===== config.mk =====
export PLATFORM = sky130hd
export DESIGN_NAME = rxst_merge
export DESIGN_NICKNAME = d
export VERILOG_FILES = /design/src/rtl/rxst_pkg.sv /design/src/rtl/rxst_lane.sv /design/src/rtl/rxst_prio.sv /design/src/rtl/rxst_merge.sv
export SDC_FILE = /design/constraint.sdc
export NUM_CORES = 1
export LEC_CHECK = 0
export ABC_CLOCK_PERIOD_IN_PS = 800
export CAP_MARGIN = 15
export CORE_AREA = 2 2 39 41
export DETAILED_ROUTE_END_ITERATION = 10
export DIE_AREA = 0 0 41 43
export DONT_BUFFER_PORTS = 1
export GPL_ROUTABILITY_DRIVEN = 0
export PLACE_DENSITY_LB_ADDON = 0.15
export SKIP_CTS_REPAIR_TIMING = 1
export SLEW_MARGIN = 20
export SYNTH_ARGS = -nofsm -noshare
export SYNTH_HDL_FRONTEND = slang
export SYNTH_SLANG_ARGS = --single-unit

===== constraint.sdc =====
create_clock -name clk -period 0.8 [get_ports clk]
set_input_delay 0.04 -clock clk [delete_from_list [all_inputs] [get_ports clk]]
set_output_delay 0.04 -clock clk [all_outputs]
set_load 0.05 [all_outputs]

===== src/rtl/rxst_pkg.sv =====
package rxst_pkg;

    // Shared receive status code values.
    typedef enum logic [2:0] {
        ST_NONE  = 3'b000,
        ST_SKPIN = 3'b001,
        ST_SKPOUT= 3'b010,
        ST_DECODE= 3'b100,
        ST_OVFL  = 3'b101,
        ST_UNFL  = 3'b110,
        ST_DISP  = 3'b111
    } rx_code_e;

    localparam logic [7:0] EDB_SYM = 8'hFE;

endpackage


===== src/rtl/rxst_lane.sv =====
module rxst_lane #(
    parameter int BW = 8
) (
    input  logic          lane_valid,
    input  logic [BW-1:0] lane_data,
    input  logic          lane_k,
    input  logic          lane_dec,
    input  logic          pair_unf,
    output logic [BW-1:0] sub_data,
    output logic          sub_k
);
    import rxst_pkg::*;

    logic replace;

    // A lane is replaced when its own symbol failed to decode or the
    // buffer ran dry for the whole pair.
    always_comb begin
        replace = lane_valid && (lane_dec || pair_unf);
        if (replace) begin
            sub_data = BW'(EDB_SYM);
            sub_k    = 1'b1;
        end else begin
            sub_data = lane_data;
            sub_k    = lane_k;
        end
    end

endmodule


===== src/rtl/rxst_prio.sv =====
module rxst_prio #(
    parameter int LANES = 2
) (
    input  logic             pr_valid,
    input  logic [LANES-1:0] pr_dec,
    input  logic [LANES-1:0] pr_disp,
    input  logic             pr_ovf,
    input  logic             pr_unf,
    input  logic             pr_skp_add,
    input  logic             pr_skp_rem,
    output rxst_pkg::rx_code_e pr_code
);
    import rxst_pkg::*;

    // Fixed ranking: decode, overflow, underflow, disparity, then SKP codes.
    always_comb begin
        pr_code = ST_NONE;
        if (!pr_valid)        pr_code = ST_NONE;
        else if (|pr_dec)     pr_code = ST_DECODE;
        else if (pr_ovf)      pr_code = ST_OVFL;
        else if (pr_unf)      pr_code = ST_UNFL;
        else if (|pr_disp)    pr_code = ST_DISP;
        else if (pr_skp_add)  pr_code = ST_SKPIN;
        else if (pr_skp_rem)  pr_code = ST_SKPOUT;
        else                  pr_code = ST_NONE;
    end

endmodule


===== src/rtl/rxst_merge.sv =====
module rxst_merge #(
    parameter int LANES = 2,
    parameter int BW    = 8
) (
    input  logic                clk,
    input  logic                rst_n,
    input  logic                in_valid,
    input  logic [LANES*BW-1:0] in_data,
    input  logic [LANES-1:0]    in_k,
    input  logic [LANES-1:0]    dec_err,
    input  logic [LANES-1:0]    disp_err,
    input  logic                ovf,
    input  logic                unf,
    input  logic                skp_add,
    input  logic                skp_rem,
    output logic                out_valid,
    output logic [LANES*BW-1:0] out_data,
    output logic [LANES-1:0]    out_k,
    output logic [2:0]          out_status
);
    import rxst_pkg::*;

    localparam int DW = LANES * BW;

    logic [DW-1:0]    nxt_data;
    logic [LANES-1:0] nxt_k;
    rx_code_e         nxt_code;

    for (genvar g = 0; g < LANES; g++) begin : g_lane
        rxst_lane #(.BW(BW)) u_lane (
            .lane_valid (in_valid),
            .lane_data  (in_data[g*BW +: BW]),
            .lane_k     (in_k[g]),
            .lane_dec   (dec_err[g]),
            .pair_unf   (unf),
            .sub_data   (nxt_data[g*BW +: BW]),
            .sub_k      (nxt_k[g])
        );
    end

    rxst_prio #(.LANES(LANES)) u_prio (
        .pr_valid   (in_valid),
        .pr_dec     (dec_err),
        .pr_disp    (disp_err),
        .pr_ovf     (ovf),
        .pr_unf     (unf),
        .pr_skp_add (skp_add),
        .pr_skp_rem (skp_rem),
        .pr_code    (nxt_code)
    );

    always_ff @(posedge clk) begin
        if (!rst_n) begin
            out_valid  <= 1'b0;
            out_data   <= '0;
            out_k      <= '0;
            out_status <= ST_NONE;
        end else begin
            out_valid  <= in_valid;
            out_data   <= nxt_data;
            out_k      <= nxt_k;
            out_status <= nxt_code;
        end
    end

endmodule


==> results.toml, run 1 <==
[cts]
clk_pin_slew_ns = 0.12
htree_levels = 1
cts_buffer_depth = 2
clock-sinks = 22
cts_tree = "yes"
cts_inserted_buffers = 3
cts_root_buf = "clkbuf_4"

[worst_setup_path]
crit_fanout = 1
worst_setup_path_start_kind = "flop"
endpoint_kind = "primary output"
critPathMaxStageDelay_ns = 0.36
crit_buf_inv = 1
criticalPathCategory = "flop to primary output"
path_cells = "buf_8"
arrival_ns = 0.82
cp.required_ns = 0.76
cpLargestDelayFamily = "flip-flops"
crit_slowest_cell = "dfxtp_2"

[sta]
rsz0062_at_grt = "yes"
setup_viol = 23
slew_viol_final = 0
layout_min_cycle_time_ns = 0.862
setup_slack_ns = -0.0623
fmaxAchievable_ghz = 1.16
worstMarginPinSlew_ns = 0.366
finalHoldViolCount = 20
max-slew-margin-rel_pct = 75.4
whs_ns = -0.175
period_share_pct = 108

[power]
power_density_nw_per_um2 = 2300
leakage_nw = 0.462
power.total_mw = 2.61
ir_drop_mv = 1.39

[routing]
wirelength_um = 1670
drc = 0
drt_iter0_drc = 3
dr.pass1.iters = 4
viasPerCell = 5.24
ant_nets = 0
wire_per_inst_um = 16.2
vias = 540

[layout]
syn_to_final_growth_pct = 62.5
nFillCells = 74
antenna_cells = 0
fin_cells = 103
drive_gt1_share_pct = 56.3
nNetsFinal = 117

[synth]
avgSynthCellArea_um2 = 12.0
synth_nets = 87
yosys_warnings = 0
synth-seq-cells = 22
synth_seq_area_share_pct = 63.1
ys_types = 14
synth_area_um2 = 698
syn_inst = 58

[min_path]
hold_path_class = "primary input to flop"

[grt]
first_global_vias = 445
grt.total_usage_pct = 15.9
grt_first_pass_wirelength_um = 1790
antenna_found_initial = 0
grt-ovfl-total = 0
grt_max_degree = 21

[die]
die_w_um = 41
dieArea_um2 = 1760
rows = 14
io_pins = 51
die_h_um = 43
initial_utilization_pct = 50.5
core_area_um2 = 1380

[placement]
place_ws_ns = 0.133
portBuffers = 0
dpl.hpwl_um = 990
dp.cells = 92

[outcome]
outcome = "finished with violations"
violations = "negative hold slack, negative setup slack"

[run]
max-cap-violations = 0
cells in the final DEF, fill, tap and decap left out, types with 2 or more instances in the layout:
| cell | synthesis | layout |
|---|---|---|
| nor2_1 | 2 | 2 |
| dfxtp_2 | 0 | 22 |
| clkbuf_4 | 0 | 3 |
| buf_6 | 2 | 7 |
| buf_8 | 0 | 15 |
| nand2_1 | 2 | 2 |
| nor3_1 | 3 | 3 |
| dlygate4sd3_1 | 0 | 7 |
| o21a_1 | 18 | 18 |
cells in the mapped netlist (all sizes together):
cell type / instances / area share (%)
nor2: 2 / 1.1
and2: 1 / 0.90
dfxtp: 22 / 63
nor2b: 1 / 0.90
nand4bb: 1 / 1.6
buf: 4 / 5.4
nor3: 3 / 2.1
nor4: 1 / 0.90
a21boi: 1 / 1.6
o21a: 18 / 19
nand2b: 1 / 0.90
nand2: 2 / 1.1
a211oi: 1 / 1.1
cells by family (layout without fill, tap and decap cells):
logic type	count (synthesis)	count (layout)	synth area share [%]
flops	22	22	63.1
compound gates	20	20	22.0
simple gates	12	12	9.50
buf+inv	4	33	5.38
final timing paths:
| kind | endpoint | depth (start not counted) | startpoint |
|---|---|---|---|
| max | out_data[8] | 1 | out_data[8] |
| min | out_data[12] | 1 | rst_n |
metrics by stage:
stage | setup TNS (ns) | cell area [µm²] | utilization [%]
detailed placement | 0 | 846 | 61.1
global placement | 0 | 846 | 61.1
finish | -0.971 | 1130 | 82.0
global route | -1.58 | 1130 | 82.0
CTS | -1.55 | 898 | 64.9
floorplan | 0 | 698 | -
layer usage:
| layer | share of wire [%] | vias to the layer above | GRT usage (%) | wire (µm) |
|---|---|---|---|---|
| met2 | 58 | 33 | 24.1 | 971 |
| met5 | 0 | - | 0 | 0 |
| met3 | 9.0 | 4 | 4.19 | 151 |
| met1 | 31 | 244 | 16.9 | 514 |
| li1 | - | 259 | - | - |
| met4 | 1.9 | 0 | 14.0 | 31 |
registers in the layout (all words and copies together) (netlist names):
name,cells
out_data,16
out_status,3
out_k,2
out_valid,1
power by group:
group          switching (mW)  internal (mW)
clock                   0.337          0.507
combinational           0.315          0.236
sequential             0.0395           1.18
total                   0.691           1.92
cell type report:
cell class	instances	area [µm²]	area share, %
Clock inverter	1	30.0	2.65
Multi-Input combinational cell	32	220	19.4
Clock buffer	3	22.5	1.98
Tap cell	16	20.0	1.76
Sequential cell	22	468	41.2
Timing Repair Buffer	29	374	33.0
No activity file was read; power rests on OpenSTA's default activity.
==> run 2, diff against run 1 <==
CORE_AREA = 2 2 42 44   (was 2 2 39 41)
DIE_AREA = 0 0 44 46   (was 0 0 41 43)
SYNTH_HIERARCHICAL = 1   (was unset)
==> results.toml, run 2 <==
[cts]
cts_tree = "yes"
cts_inserted_buffers = 3
cts_buffer_depth = 2
clock-sinks = 22
clk_pin_slew_ns = 0.12
cts_root_buf = "clkbuf_4"
htree_levels = 1

[min_path]
whs_endpoint = "out_data[10]"
hp-start = "rst_n"
whs_path_depth = 1
hold_path_class = "primary input to flop"

[synth]
synth-seq-cells = 22
yosys.area.top_type = "dfxtp_1"
async_flop_share_pct = 0
synthTopCellsByArea = "dfxtp_1 (53%), and2_2 (15%), nand2b_1 (13%), and2_1 (6.1%), o21ai_4 (4.0%)"
syn_inst = 75
synth_common_cells = "dfxtp_1 (22), nand2b_1 (17), and2_2 (16)"
synth-edff-count = 0
synth_seq_area_share_pct = 53.5
ys_types = 12
yosysMostFrequentCell = "dfxtp_1"
synth.top_cell.area_share_pct = 53.5
synth_area_um2 = 823
avgSynthCellArea_um2 = 11.0
synth_ff_type = "dfxtp_1"
synth_nets = 104
yosys_warnings = 6

[worst_setup_path]
endpoint_kind = "primary output"
crit_start = "out_k[1]"
crit_buf_inv = 1
cp.required_ns = 0.76
path_cells = "buf_8"
cpLargestDelayFamily = "flip-flops"
crit_slowest_cell = "dfxtp_2"
crit_fanout = 1
criticalPathCategory = "flop to primary output"
arrival_ns = 0.81
critPathMaxStageDelay_ns = 0.36
worst_setup_path_start_kind = "flop"

[routing]
wire_per_inst_um = 13.2
ant_nets = 0
drc = 0
dr.pass1.iters = 3
vias = 590
wirelength_um = 1550
viasPerCell = 5.04
drt_iter0_drc = 7

[grt]
antenna_found_initial = 0
grt_first_pass_wirelength_um = 2210
first_global_vias = 512
grt.total_usage_pct = 15.1
grt-ovfl-total = 0
grt_max_degree = 23

[layout]
nNetsFinal = 130
largest_registers = "out_data: 16 flops, out_status: 3 flops, out_k: 2 flops"
antenna_cells = 0
layout_commonest_cell = "dfxtp_2"
largest_reg_flops = 16
syn_to_final_growth_pct = 45.4
final_cell_mix = "dfxtp_2 (22), nand2b_1 (17), and2_2 (16)"
fin_area_um2 = 1200
drive_gt1_share_pct = 66.0
ff_latch_area_um2 = 468
fin_util_pct = 74.2
multi_input_area_um2 = 360
fin_cells = 117
regMostFlops = "out_data"
nFillCells = 121

[sta]
fmaxAchievable_ghz = 1.18
worstMarginPinSlew_ns = 0.270
slew_viol_final = 0
whs_ns = -0.151
rsz0062_at_grt = "yes"
period_share_pct = 106
setup_viol = 22
max-slew-margin-rel_pct = 81.9
finalHoldViolCount = 21
setup_slack_ns = -0.0459
layout_min_cycle_time_ns = 0.846

[die]
io_pins = 51
dieArea_um2 = 2020
rows = 15
core_area_um2 = 1610
initial_utilization_pct = 51.0
die_w_um = 44
die_h_um = 46

[power]
ir_drop_mv = 1.51
leakage_nw = 0.505
power.total_mw = 2.60
power_density_nw_per_um2 = 2170

[outcome]
outcome = "finished with violations"
violations = "negative hold slack, negative setup slack"

[run]
max-cap-violations = 0

[placement]
placed_cell_area_um2 = 987
dp.cells = 112
portBuffers = 0
-- run 2: cell count changes in the layout (fill, tap and decap cells not counted), sizes merged --
cell / delta
o21ai: +2
and2: +23
nor2: -2
or3b: +1
nand2: -2
nand4bb: -1
o21a: -18
nand2b: +16
dlygate4sd3: -6
-- run 2: cells by family after synthesis --
family          count (synthesis)  synth area share (%)
compound gates                  4                  5.78
buf+inv                         2                  2.74
flops                          22                  53.5
simple gates                   47                  38.0
-- run 2: worst max path at each step --
stage,to,slack [ns],cells past startpoint
floorplan,out_status[0],0.03,3
global placement,out_status[0],-0.004,3
detailed placement,out_status[1],-0.01,3
CTS,out_data[4],-0.09,1
global route,out_k[1],-0.07,1
finish,out_k[1],-0.05,1
-- run 2: area by class of cell --
type | instances | area share, %
well taps | 17 | 1.78
clock inverters | 1 | 2.51
clock buffers | 3 | 1.88
multi-input cells | 51 | 30.1
repair buffers | 23 | 24.7
flip-flops and latches | 22 | 39.1
-- run 2: routing by layer --
metal | vias to the layer above | part of all wire (%) | GRT usage [%] | routed length (µm)
met5 | - | 0 | 0 | 0
li1 | 283 | - | - | -
met3 | 2 | 7.2 | 3.17 | 112
met4 | 0 | 0.78 | 9.09 | 12
met2 | 25 | 58 | 28.5 | 898
met1 | 280 | 34 | 15.1 | 524
-- run 2: per-stage QoR --
| step | setup slack (ns) | TNS, ns |
|---|---|---|
| 3_3_place_gp | -0.00360 | -0.00360 |
| 6_report | -0.0459 | -0.691 |
| 2_1_floorplan | 0.0265 | 0 |
| 4_1_cts | -0.0871 | -1.61 |
| 5_1_grt | -0.0745 | -1.42 |
| 3_5_place_dp | -0.0138 | -0.0250 |
-- run 2: power by group --
group	total, mW	internal, mW	switching, mW	leakage, nW
sequential	1.21	1.18	0.0355	0.189
clock	0.834	0.506	0.327	0.0279
combinational	0.549	0.238	0.312	0.288
total	2.60	1.92	0.675	0.505
==> run 3, diff against run 2 <==
CTS_BUF_LIST = sky130_fd_sc_hd__clkbuf_16   (was unset)
HOLD_SLACK_MARGIN = 0.15   (was unset)
==> results.toml, run 3 (synthesis gave the netlist of run 2 again) <==
[sta]
rsz0062_at_grt = "no"
max-slew-margin-rel_pct = 81.0
slew_viol_final = 0
layout_min_cycle_time_ns = 0.784
finalHoldViolCount = 21
fmaxAchievable_ghz = 1.28
worstMarginPinSlew_ns = 0.283
setup_viol = 0
whs_ns = -0.0912
period_share_pct = 98.0

[layout]
final_cell_mix = "dfxtp_1 (22), nand2b_1 (17), buf_6 (17)"
largest_registers = "out_data: 16 flops, out_status: 3 flops, out_k: 2 flops"
regMostFlops = "out_data"
syn_to_final_growth_pct = 41.6
fin_cells = 117
antenna_cells = 0
fin_area_um2 = 1170
drive_gt1_share_pct = 44.0
layout_commonest_cell = "dfxtp_1"
nNetsFinal = 130
largest_reg_flops = 16

[worst_setup_path]
cpLargestDelayFamily = "flip-flops"
path_depth = 1
arrival_ns = 0.74
critPathMaxStageDelay_ns = 0.31
crit_slowest_cell = "dfxtp_1"
cp.required_ns = 0.76
worst_setup_path_start_kind = "flop"
crit_buf_inv = 1
crit_start = "out_data[14]"
path_cells = "buf_4"
criticalPathCategory = "flop to primary output"
crit_fanout = 1
endpoint_kind = "primary output"

[cts]
cts_root_buf = "clkbuf_16"
clk_pin_slew_ns = 0.06
cts_tree = "yes"
cts_buffer_depth = 2
clock-sinks = 22
cts_inserted_buffers = 3
htree_levels = 1

[power]
ir_drop_mv = 1.52
power_density_nw_per_um2 = 2640
leakage_nw = 0.506
power.total_mw = 3.08

[routing]
wire_per_inst_um = 13.2
ant_nets = 0
wirelength_um = 1550
drc = 0
viasPerCell = 5.03
dr.pass1.iters = 4
drt_iter0_drc = 3
vias = 589

[grt]
antenna_found_initial = 0
grt.total_usage_pct = 16.2
grt-ovfl-total = 0
first_global_vias = 570
grt_first_pass_wirelength_um = 2370
grt_max_degree = 23

[die]
dieArea_um2 = 2020
io_pins = 51
die_h_um = 46
rows = 15
initial_utilization_pct = 51.0
core_area_um2 = 1610
die_w_um = 44

[placement]
placed_cell_area_um2 = 987
portBuffers = 0
dp.cells = 112

[run]
max-cap-violations = 0

[min_path]
whs_path_depth = 1
hp-start = "rst_n"
hold_path_class = "primary input to flop"
whs_endpoint = "out_data[10]"

[outcome]
violations = "negative hold slack"
outcome = "finished with violations"
## run 3: changes by cell type in the layout (fill, tap and decap cells not counted)
cell       change
buf_4          +5
buf_6          +5
buf_8         -10
clkbuf_16      +3
clkbuf_4       -3
dfxtp_1       +22
dfxtp_2       -22
## run 3: power by group
part,internal (mW),switching [mW]
clock network,0.992,0.383
registers,1.17,0.0262
logic,0.203,0.312
## run 3: how the worst max path moves through the flow
stage,endpoint,slack [ns]
after floorplan,out_status[0],0.03
after CTS,out_data[11],-0.002
after detailed placement,out_status[1],-0.01
after global routing,out_data[14],0.00009
final,out_data[14],0.02
after global placement,out_status[0],-0.004
## run 3: final cells by class
cell class	instances	area, µm²
Timing Repair Buffer	23	239
Clock buffer	3	75.1
Fill cell	127	448
Tap cell	17	21.3
Multi-Input combinational cell	51	360
Clock inverter	1	30.0
Sequential cell	22	440
## run 3: through the flow
step | setup TNS [ns] | hold slack (ns) | utilization, % | setup slack, ns
6_report | 0 | -0.0912 | 72.2 | 0.0158
4_1_cts | -0.00191 | -0.0934 | 67.7 | -0.00191
3_5_place_dp | -0.0250 | 0.167 | 61.2 | -0.0138
5_1_grt | 0 | -0.0941 | 72.2 | 0.0000943
2_1_floorplan | 0 | 0.176 | - | 0.0265
3_3_place_gp | -0.00360 | 0.164 | 61.2 | -0.00360
## run 3: routing by layer
| metal | up-vias | global-route usage (%) | part of all wire [%] |
|---|---|---|---|
| met5 | - | 0 | 0 |
| met4 | 0 | 9.70 | 0.65 |
| met3 | 2 | 4.76 | 7.9 |
| met2 | 27 | 30.9 | 56 |
| met1 | 276 | 15.1 | 35 |
| li1 | 284 | - | - |
